===== src/rtl/cmdresp_pkg.sv =====
package cmdresp_pkg;
  typedef struct packed {
    logic       xfer_busy;
    logic       bus_busy;
    logic [4:0] rsv_hi;
    logic [8:0] wr_ptr;
    logic [6:0] rsv_lo;
    logic [8:0] rd_ptr;
  } status_t;

  localparam int NUM_PTR = 2;
  localparam int IDX_RD  = 0;
  localparam int IDX_WR  = 1;
endpackage


===== src/rtl/cmdresp_xfer_ctrl.sv =====
module cmdresp_xfer_ctrl (
  input  logic clk,
  input  logic rst_n,
  input  logic start_i,
  input  logic stop_i,
  input  logic rd_stb_i,
  input  logic wr_stb_i,
  output logic busy_o,
  output logic load_o,
  output logic rd_step_o,
  output logic wr_step_o
);
  logic busy_q;

  always_ff @(posedge clk) begin
    if (!rst_n)       busy_q <= 1'b0;
    else if (start_i) busy_q <= 1'b1;
    else if (stop_i)  busy_q <= 1'b0;
  end

  assign busy_o    = busy_q;
  assign load_o    = start_i;
  assign rd_step_o = rd_stb_i & busy_q;
  assign wr_step_o = wr_stb_i & busy_q;

  assert_start_sets_busy_R2: assert property (@(posedge clk) disable iff (!rst_n)
    start_i |=> busy_o);
  assert_stop_clears_busy_R7: assert property (@(posedge clk) disable iff (!rst_n)
    (stop_i && !start_i) |=> !busy_o);
  assert_idle_no_step_R6: assert property (@(posedge clk) disable iff (!rst_n)
    !busy_o |-> !(rd_step_o || wr_step_o));
endmodule


===== src/rtl/cmdresp_sat_ptr.sv =====
module cmdresp_sat_ptr #(
  parameter int PTR_W     = 9,
  parameter int LAST_ADDR = 511
) (
  input  logic             clk,
  input  logic             rst_n,
  input  logic             load_i,
  input  logic [PTR_W-1:0] base_i,
  input  logic             step_i,
  output logic [PTR_W-1:0] ptr_o
);
  localparam logic [PTR_W-1:0] LAST = PTR_W'(LAST_ADDR);

  logic [PTR_W-1:0] ptr_q;
  logic [PTR_W-1:0] base_cl;

  always_comb base_cl = (base_i > LAST) ? LAST : base_i;

  always_ff @(posedge clk) begin
    if (!rst_n)                     ptr_q <= '0;
    else if (load_i)                ptr_q <= base_cl;
    else if (step_i && ptr_q < LAST) ptr_q <= ptr_q + 1'b1;
  end

  assign ptr_o = ptr_q;

  assert_step_by_one_R3: assert property (@(posedge clk) disable iff (!rst_n)
    (step_i && !load_i && ptr_o != LAST) |=> ptr_o == $past(ptr_o) + 1'b1);
  assert_sat_hold_R4: assert property (@(posedge clk) disable iff (!rst_n)
    (step_i && !load_i && ptr_o == LAST) |=> ptr_o == LAST);
  assert_bound_R4: assert property (@(posedge clk) disable iff (!rst_n)
    ptr_o <= LAST);
  assert_clamp_R5: assert property (@(posedge clk) disable iff (!rst_n)
    (load_i && base_i > LAST) |=> ptr_o == LAST);
  assert_hold_idle_R6: assert property (@(posedge clk) disable iff (!rst_n)
    (!load_i && !step_i) |=> $stable(ptr_o));
endmodule


===== src/rtl/cmdresp_status_pack.sv =====
module cmdresp_status_pack
  import cmdresp_pkg::*;
#(
  parameter int PTR_W = 9
) (
  input  logic             xfer_busy_i,
  input  logic             bus_busy_i,
  input  logic [PTR_W-1:0] rd_ptr_i,
  input  logic [PTR_W-1:0] wr_ptr_i,
  output logic [31:0]      word_o
);
  status_t st;

  always_comb begin
    st           = '0;
    st.xfer_busy = xfer_busy_i;
    st.bus_busy  = bus_busy_i;
    st.rd_ptr    = 9'(rd_ptr_i);
    st.wr_ptr    = 9'(wr_ptr_i);
    word_o       = st;
  end
endmodule


===== src/rtl/cmdresp_addr_tracker.sv =====
module cmdresp_addr_tracker
  import cmdresp_pkg::*;
#(
  parameter int PTR_W     = 9,
  parameter int LAST_ADDR = 511
) (
  input  logic             clk,
  input  logic             rst_n,
  input  logic             xfer_start,
  input  logic             xfer_stop,
  input  logic             bus_busy,
  input  logic [PTR_W-1:0] rd_base,
  input  logic [PTR_W-1:0] wr_base,
  input  logic             rd_strobe,
  input  logic             wr_strobe,
  output logic [31:0]      status_word,
  output logic [PTR_W-1:0] rd_count,
  output logic [PTR_W-1:0] wr_count,
  output logic             xfer_busy
);
  logic             load;
  logic             rd_step, wr_step;
  logic             step  [NUM_PTR];
  logic [PTR_W-1:0] base  [NUM_PTR];
  logic [PTR_W-1:0] ptr   [NUM_PTR];

  cmdresp_xfer_ctrl u_ctrl (
    .clk      (clk),
    .rst_n    (rst_n),
    .start_i  (xfer_start),
    .stop_i   (xfer_stop),
    .rd_stb_i (rd_strobe),
    .wr_stb_i (wr_strobe),
    .busy_o   (xfer_busy),
    .load_o   (load),
    .rd_step_o(rd_step),
    .wr_step_o(wr_step)
  );

  assign step[IDX_RD] = rd_step;
  assign step[IDX_WR] = wr_step;
  assign base[IDX_RD] = rd_base;
  assign base[IDX_WR] = wr_base;

  for (genvar gi = 0; gi < NUM_PTR; gi++) begin : g_ptr
    cmdresp_sat_ptr #(.PTR_W(PTR_W), .LAST_ADDR(LAST_ADDR)) u_ptr (
      .clk   (clk),
      .rst_n (rst_n),
      .load_i(load),
      .base_i(base[gi]),
      .step_i(step[gi]),
      .ptr_o (ptr[gi])
    );
  end

  assign rd_count = ptr[IDX_RD] - rd_base;
  assign wr_count = ptr[IDX_WR] - wr_base;

  cmdresp_status_pack #(.PTR_W(PTR_W)) u_pack (
    .xfer_busy_i(xfer_busy),
    .bus_busy_i (bus_busy),
    .rd_ptr_i   (ptr[IDX_RD]),
    .wr_ptr_i   (ptr[IDX_WR]),
    .word_o     (status_word)
  );

  assert_idle_status_stable_R6: assert property (@(posedge clk) disable iff (!rst_n)
    (!xfer_busy && !xfer_start) |=> (status_word[24:16] == $past(status_word[24:16])
                                     && status_word[8:0] == $past(status_word[8:0])));
  assert_load_busy_bit_R2: assert property (@(posedge clk) disable iff (!rst_n)
    xfer_start |=> status_word[31]);
endmodule


===== config.mk =====
export PLATFORM = sky130hd
export DESIGN_NAME = cmdresp_addr_tracker
export DESIGN_NICKNAME = d
export VERILOG_FILES = /design/src/rtl/cmdresp_pkg.sv /design/src/rtl/cmdresp_xfer_ctrl.sv /design/src/rtl/cmdresp_sat_ptr.sv /design/src/rtl/cmdresp_status_pack.sv /design/src/rtl/cmdresp_addr_tracker.sv
export SDC_FILE = /design/constraint.sdc
export NUM_CORES = 1
export LEC_CHECK = 0
export ABC_AREA = 0
export BUFFER_PORTS_ARGS = -buffer_cell sky130_fd_sc_hd__buf_2
export CAP_MARGIN = 20
export CORE_AREA = 2 2 69 71
export CTS_CLUSTER_SIZE = 40
export DETAILED_ROUTE_END_ITERATION = 10
export DIE_AREA = 0 0 71 73
export PLACE_DENSITY = 0.84
export SLEW_MARGIN = 20
export SYNTH_ARGS = -nofsm -noshare
export SYNTH_HDL_FRONTEND = slang
export SYNTH_HIERARCHICAL = 1
export SYNTH_SLANG_ARGS = --single-unit
export TNS_END_PERCENT = 100

===== constraint.sdc =====
create_clock -name clk -period 2.6 [get_ports clk]
set_input_delay 0.52 -clock clk [delete_from_list [all_inputs] [get_ports clk]]
set_output_delay 0.52 -clock clk [all_outputs]
set_load 0.1 [all_outputs]

==> flow_summary.json, run 1 <==
{
  "status": "finished clean",
  "yosysMostFrequentCell": "sky130_fd_sc_hd__buf_4",
  "timing.critical_path.arrival_ns": 2.06,
  "layout_worst_path_cycle_share": 0.993,
  "groute.usage.overall": 0.208,
  "tritoncts": "done",
  "start_util": 0.479,
  "clkSlewWorstSetupHoldPaths_ns": 0.08,
  "internal-power_mw": 0.867,
  "route.final.wire_length_mm": 5.32,
  "grt_antenna_before_repair": 0,
  "ys_ff_latch": 19,
  "grt_max_degree": 22,
  "io_pins": 76,
  "timing.setup.tns_ns": 0,
  "clockRootBuffer": "sky130_fd_sc_hd__clkbuf_8",
  "global_route.overflow_total": 0,
  "reported_max_cap_violation_count": 0,
  "max_clock_freq_mhz": 387,
  "mean_syn_cell_area_um2": 7.58,
  "timing.final.crit_period_ns": 2.58,
  "rsz0062_at_grt": "true",
  "yosys_warning_count": 6,
  "crit_buf_inv": 3,
  "synth_top_cells_by_area": "sky130_fd_sc_hd__dfxtp_1 (17%), sky130_fd_sc_hd__buf_4 (11%), sky130_fd_sc_hd__ha_1 (10%)",
  "setup_viol": 0,
  "register_area_um2": 385,
  "leakage_component_of_the_power_nw": 1.41,
  "final_hold_viol_count": 0,
  "start_kind": "register",
  "powerDensity_nw_per_um2": 650,
  "clock_tree.buffer_depth": 2,
  "port_buffers": 61,
  "async_reset_ff_frac": 0,
  "multi_input_combinational_cell_area_um2": 1790,
  "fin_worst_hold_slack_ns": 0.570,
  "dieHeight_um": 73,
  "cts_buffers": 3,
  "cts_num_sinks": 19,
  "rows": 25,
  "maximum_level_of_the_cts_h_tree": 1,
  "p_sw_mw": 1.12,
  "p_seq_frac": 0.174,
  "netlist_instances": 287,
  "synth-main-ff-cell": "sky130_fd_sc_hd__dfxtp_1",
  "critical-path-slowest-cell": "sky130_fd_sc_hd__dfxtp_2",
  "synth_commonest_cells": "sky130_fd_sc_hd__buf_4 (33), sky130_fd_sc_hd__inv_1 (28), sky130_fd_sc_hd__dfxtp_1 (19), sky130_fd_sc_hd__ha_1 (18), sky130_fd_sc_hd__o21ai_0 (18)",
  "required_ns": 2.08,
  "edff_count_synth": 0,
  "drt-pass1-iter-count": 4,
  "drive_above_1_share": 0.416,
  "cp_slowest_stage_delay_ns": 0.35,
  "critPathTopFamily": "adder cells",
  "remaining_drc_errors": 0,
  "fillCellCount": 377,
  "detailedPlacementHpwl_mm": 4.20,
  "vias": 2208,
  "area_delta_synth_final_pct": 40.4,
  "design.final.nets": 385,
  "worst-path-max-fanout": 3,
  "vdd_ir_drop_max_mv": 0.450,
  "min-delay-path-class": "in -> reg",
  "timing.clock.skew_ns": 0.00523,
  "path_common_cell": "sky130_fd_sc_hd__a21oi_4",
  "clkPwrFrac": 0.109,
  "slew_viol_final": 0,
  "first_global_vias": 1989,
  "yosysTopAreaCell": "sky130_fd_sc_hd__dfxtp_1",
  "synth_sequential_area_ratio": 0.175,
  "design.core.area_um2": 4540,
  "final_core_util": 0.673,
  "die_w_um": 71,
  "die_area_um2": 5180,
  "initialDrtViolationCount": 123,
  "finalWeightedCongestion": 0.831,
  "switching_share": 0.563,
  "synth.lib_cells_used.distinct": 48,
  "wl_per_cell_um": 13.5,
  "yosysTopAreaCellShare": 0.175,
  "viasPerCell": 5.62,
  "clk-insertion-delay-late_ns": 0.26,
  "critical_path_class": "reg -> out",
  "share_comb_of_total_power": 0.717,
  "path_cells": "inv_2, ha_4, fa_2, nand2b_4, a21oi_4, buf_6, a21oi_4, xnor2_4, buf_12",
  "cts_hold_buffers": 0,
  "antennaDiodeCount": 0,
  "timing.critical_path.to_type": "primary output",
  "antenna_violating_nets_post_route": 0,
  "netlist_area_um2": 2170,
  "first_pass_grt_wire_length_mm": 9.00
}
final timing paths:
path,endpoint,startpoint,slack (ns),depth (start not counted)
worst max-delay path,wr_count[8],g_ptr[1].u_ptr/ptr_o[0],0.02,9
worst min-delay path,u_ctrl/busy_o,xfer_stop,0.57,3
worst max register to register,g_ptr[0].u_ptr/ptr_o[8],g_ptr[0].u_ptr/ptr_o[0],1.05,7
worst min register to register,g_ptr[1].u_ptr/ptr_o[0],g_ptr[1].u_ptr/ptr_o[0],0.58,2
logic make-up after synthesis:
family | count (synthesis) | synth area share
buffers and inverters | 70 | 0.181
adders and majority gates | 20 | 0.122
and+or+nand+nor | 88 | 0.235
muxes | 2 | 0.00921
DFF | 19 | 0.175
other | 1 | 0.00172
xor gates and xnor gates | 14 | 0.0564
AOI/OAI and AO/OA | 73 | 0.220
tightest hold or removal path, delay by kind of cell:
family,cells,cell delay [ns]
AOI/OAI and AO/OA,1,0.15
buffers and inverters,1,0.07
and+or+nand+nor,1,0.03
sequential cells by signal (all words and copies together) (netlist names):
register / count
g_ptr.u_ptr/ptr_o: 18
u_ctrl/busy_o: 1
what timing repair did:
action                                  4_1_cts  5_1_grt
endpoints found under the setup margin        6        8
gates resized for setup                      10        6
buffers inserted                              0        2
pin swaps                                     6        6
routing by layer:
metal / routed length, µm / vias up / track usage
met2: 2480 / 83 / 0.327
li1: - / 1096 / -
met5: 0 / - / 0
met3: 327 / 4 / 0.0193
met4: 29 / 0 / 0.0419
met1: 2480 / 1025 / 0.310
metrics by stage:
| stage | power, mW | std cells | instance area (µm²) | setup slack [ns] |
|---|---|---|---|---|
| after CTS | 1.99 | 391 | 3020 | 0.00232 |
| after floorplan | 1.44 | 298 | 2530 | -0.300 |
| final | 1.99 | 393 | 3050 | 0.0192 |
| after global placement | 1.73 | 387 | 2930 | -0.106 |
| after detailed placement | 1.75 | 387 | 2930 | -0.139 |
| after global routing | 2.07 | 393 | 3050 | -0.0544 |
power groups by stage:
stage	clock network (mW)	registers, mW	logic (mW)
2_1_floorplan	0	0.357	1.08
3_3_place_gp	0	0.348	1.38
3_5_place_dp	0	0.350	1.40
4_1_cts	0.222	0.344	1.42
5_1_grt	0.239	0.350	1.49
6_report	0.217	0.345	1.42
area by class of cell:
| class | instances | area share |
|---|---|---|
| Clock buffer | 3 | 0.0135 |
| Timing Repair Buffer | 78 | 0.214 |
| Inverter | 29 | 0.0356 |
| Multi-Input combinational cell | 209 | 0.586 |
| Tap cell | 54 | 0.0221 |
| Sequential cell | 19 | 0.126 |
| Clock inverter | 1 | 0.00246 |
cell usage in the layout, fill, tap and decap left out, types with 6 or more instances in the layout:
cell / instances
sky130_fd_sc_hd__buf_4: 16
sky130_fd_sc_hd__inv_1: 25
sky130_fd_sc_hd__dfxtp_1: 15
sky130_fd_sc_hd__nand2_1: 14
sky130_fd_sc_hd__a21oi_1: 10
sky130_fd_sc_hd__ha_1: 10
sky130_fd_sc_hd__buf_2: 46
sky130_fd_sc_hd__nand3_1: 7
sky130_fd_sc_hd__buf_12: 14
sky130_fd_sc_hd__conb_1: 12
sky130_fd_sc_hd__a211oi_1: 9
sky130_fd_sc_hd__nor2_1: 14
sky130_fd_sc_hd__a31oi_1: 7
sky130_fd_sc_hd__o21ai_0: 18
sky130_fd_sc_hd__ha_4: 6
No activity file was read; power rests on OpenSTA's default activity.
==> inputs of run 2 (changes only) <==
--- a/config.mk
+++ b/config.mk
@@ -10,7 +10,7 @@
 export CAP_MARGIN = 20
-export CORE_AREA = 2 2 69 71
+export CORE_AREA = 2 2 66 68
 export CTS_CLUSTER_SIZE = 40
 export DETAILED_ROUTE_END_ITERATION = 10
-export DIE_AREA = 0 0 71 73
-export PLACE_DENSITY = 0.84
+export DIE_AREA = 0 0 68 70
+export PLACE_DENSITY = 0.9
 export SLEW_MARGIN = 20
==> constraint.sdc (replaced) <==
create_clock -name clk -period 3.2 [get_ports clk]
set_input_delay 0.16 -clock clk [delete_from_list [all_inputs] [get_ports clk]]
set_output_delay 0.16 -clock clk [all_outputs]
set_load 0.1 [all_outputs]
==> run 2 against run 1 <==
Compared with the run above:
- design area fell by 22%
- combinational power is 39% lower
- clock power down 23%
- clock skew grew 0.0033 ns
- count of clock-buffer cells in the layout unchanged
- cell count decreased by 4.8%
- sequential cell count unchanged
- non-clock buffer count down 17
- core utilization down 9.9 points
- global-route usage rose by 0.24 points
- critical path type unchanged
- critical endpoint is now rd_count[6]
- largest power group unchanged
==> flow_summary.json, run 2 (synthesis results as in run 1) <==
{
  "status": "finished clean",
  "fin_worst_hold_slack_ns": 0.203,
  "grt_max_degree": 22,
  "vdd_ir_drop_max_mv": 0.332,
  "cts_hold_buffers": 0,
  "route.final.wire_length_mm": 4.86,
  "cts_setup_buffers": 0,
  "path_cells": "inv_1, ha_1, fa_1, nand2b_1, a21oi_1, a31oi_1, xnor2_2, buf_2",
  "maximum_level_of_the_cts_h_tree": 1,
  "die_area_um2": 4760,
  "setup_viol": 0,
  "clk-insertion-delay-late_ns": 0.26,
  "post_dp_cell_area_um2": 2330,
  "required_ns": 3.04,
  "finalWeightedCongestion": 0.848,
  "first_global_vias": 1887,
  "initialDrtViolationCount": 134,
  "leakage_component_of_the_power_nw": 1.20,
  "layout.cells.most_common": "sky130_fd_sc_hd__buf_2",
  "place.detailed.instances": 370,
  "cts_buffers": 3,
  "whs_path_depth": 3,
  "reported_max_cap_violation_count": 0,
  "first_pass_grt_wire_length_mm": 8.04,
  "largest_register_ffs": 18,
  "tritoncts": "done",
  "crit_start": "g_ptr[0].u_ptr/ptr_o[0]",
  "timing.hold.worst.start": "rd_base[5]",
  "final_hold_viol_count": 0,
  "wl_per_cell_um": 13.0,
  "antenna_violating_nets_post_route": 0,
  "max_clock_freq_mhz": 363,
  "worst-path-max-fanout": 8,
  "antennaDiodeCount": 0,
  "start_kind": "register",
  "remaining_drc_errors": 0,
  "design.core.area_um2": 4140,
  "fin_cells": 374,
  "min-delay-path-class": "in -> reg",
  "viasPerCell": 5.60,
  "most-common-layout-cells": "sky130_fd_sc_hd__buf_2 (61), sky130_fd_sc_hd__inv_1 (28), sky130_fd_sc_hd__dfxtp_1 (19)",
  "reg2reg_from": "g_ptr[1].u_ptr/ptr_o[1]",
  "global_route.overflow_total": 0,
  "port_buffers": 61,
  "slew_viol_final": 0,
  "layout_worst_path_cycle_share": 0.860,
  "timing.clock.skew_ns": 0.00848,
  "cts_repair_resize_count": 0,
  "clockRootBuffer": "sky130_fd_sc_hd__clkbuf_8",
  "layout.cell_area.non_filler_um2": 2380,
  "clkSlewWorstSetupHoldPaths_ns": 0.08,
  "io_pins": 76,
  "start_util": 0.525,
  "dieHeight_um": 70,
  "powerDensity_nw_per_um2": 556,
  "drt-pass1-iter-count": 4,
  "critical-path-slowest-cell": "sky130_fd_sc_hd__dfxtp_1",
  "timing.critical_path.to_type": "primary output",
  "final_core_util": 0.574,
  "cts_num_sinks": 19,
  "drive_above_1_share": 0.267,
  "vias": 2096,
  "critical_path_class": "reg -> out",
  "area_delta_synth_final_pct": 9.38,
  "timing.setup.tns_ns": 0,
  "clock_tree.buffer_depth": 2,
  "rr_worst_depth": 5,
  "design.final.nets": 368,
  "fillCellCount": 387,
  "timing.final.crit_period_ns": 2.75,
  "rsz0062_at_grt": "false",
  "largest-register": "g_ptr.u_ptr/ptr_o",
  "groute.usage.overall": 0.210,
  "timing.critical_path.arrival_ns": 2.59,
  "cp_slowest_stage_delay_ns": 0.45,
  "die_w_um": 68,
  "grt_antenna_before_repair": 0,
  "detailedPlacementHpwl_mm": 3.82,
  "rows": 24
}
[run 2: routing by layer]
| layer | GRT usage | routed length [µm] | part of all wire | vias up |
|---|---|---|---|---|
| met5 | 0 | 0 | 0 | - |
| met4 | 0.0444 | 21 | 0.0043 | 0 |
| met3 | 0.0419 | 249 | 0.051 | 2 |
| met2 | 0.338 | 2320 | 0.48 | 59 |
| met1 | 0.288 | 2270 | 0.47 | 977 |
| li1 | - | - | - | 1058 |
[run 2: final timing paths]
check	slack [ns]	end
setup / recovery	0.45	rd_count[6]
hold / removal	0.20	g_ptr[0].u_ptr/ptr_o[5]
setup reg to reg	1.66	g_ptr[1].u_ptr/ptr_o[8]
hold reg to reg	0.56	g_ptr[1].u_ptr/ptr_o[0]
[run 2: worst max-delay path, delay by kind of cell (launching register included)]
kind                       cells  cell delay [ns]
AOI/OAI and AO/OA              2             0.47
xor gates and xnor gates       1             0.14
adders and majority gates      2             0.62
buffers and inverters          2             0.51
DFF                            1             0.45
and+or+nand+nor                1             0.16
[run 2: cell type report]
cell class | instances | area, µm² | share of cell area
clock inverters | 1 | 5.00 | 0.00210
repair buffers | 61 | 305 | 0.128
multi-input cells | 209 | 1470 | 0.619
inverters | 29 | 109 | 0.0458
flip-flops and latches | 19 | 380 | 0.160
well taps | 52 | 65.1 | 0.0274
clock buffers | 3 | 41.3 | 0.0174
[run 2: per-stage QoR]
stage / power (mW) / setup slack (ns)
4_1_cts: 1.33 / 0.428
6_report: 1.32 / 0.449
3_3_place_gp: 1.15 / 0.817
2_1_floorplan: 1.08 / 0.204
3_5_place_dp: 1.16 / 0.719
5_1_grt: 1.38 / 0.263
[run 2: power by group]
group / switching [mW] / internal, mW
sequential: 0.0327 / 0.254
combinational: 0.710 / 0.158
clock: 0.0813 / 0.0866
total: 0.824 / 0.498
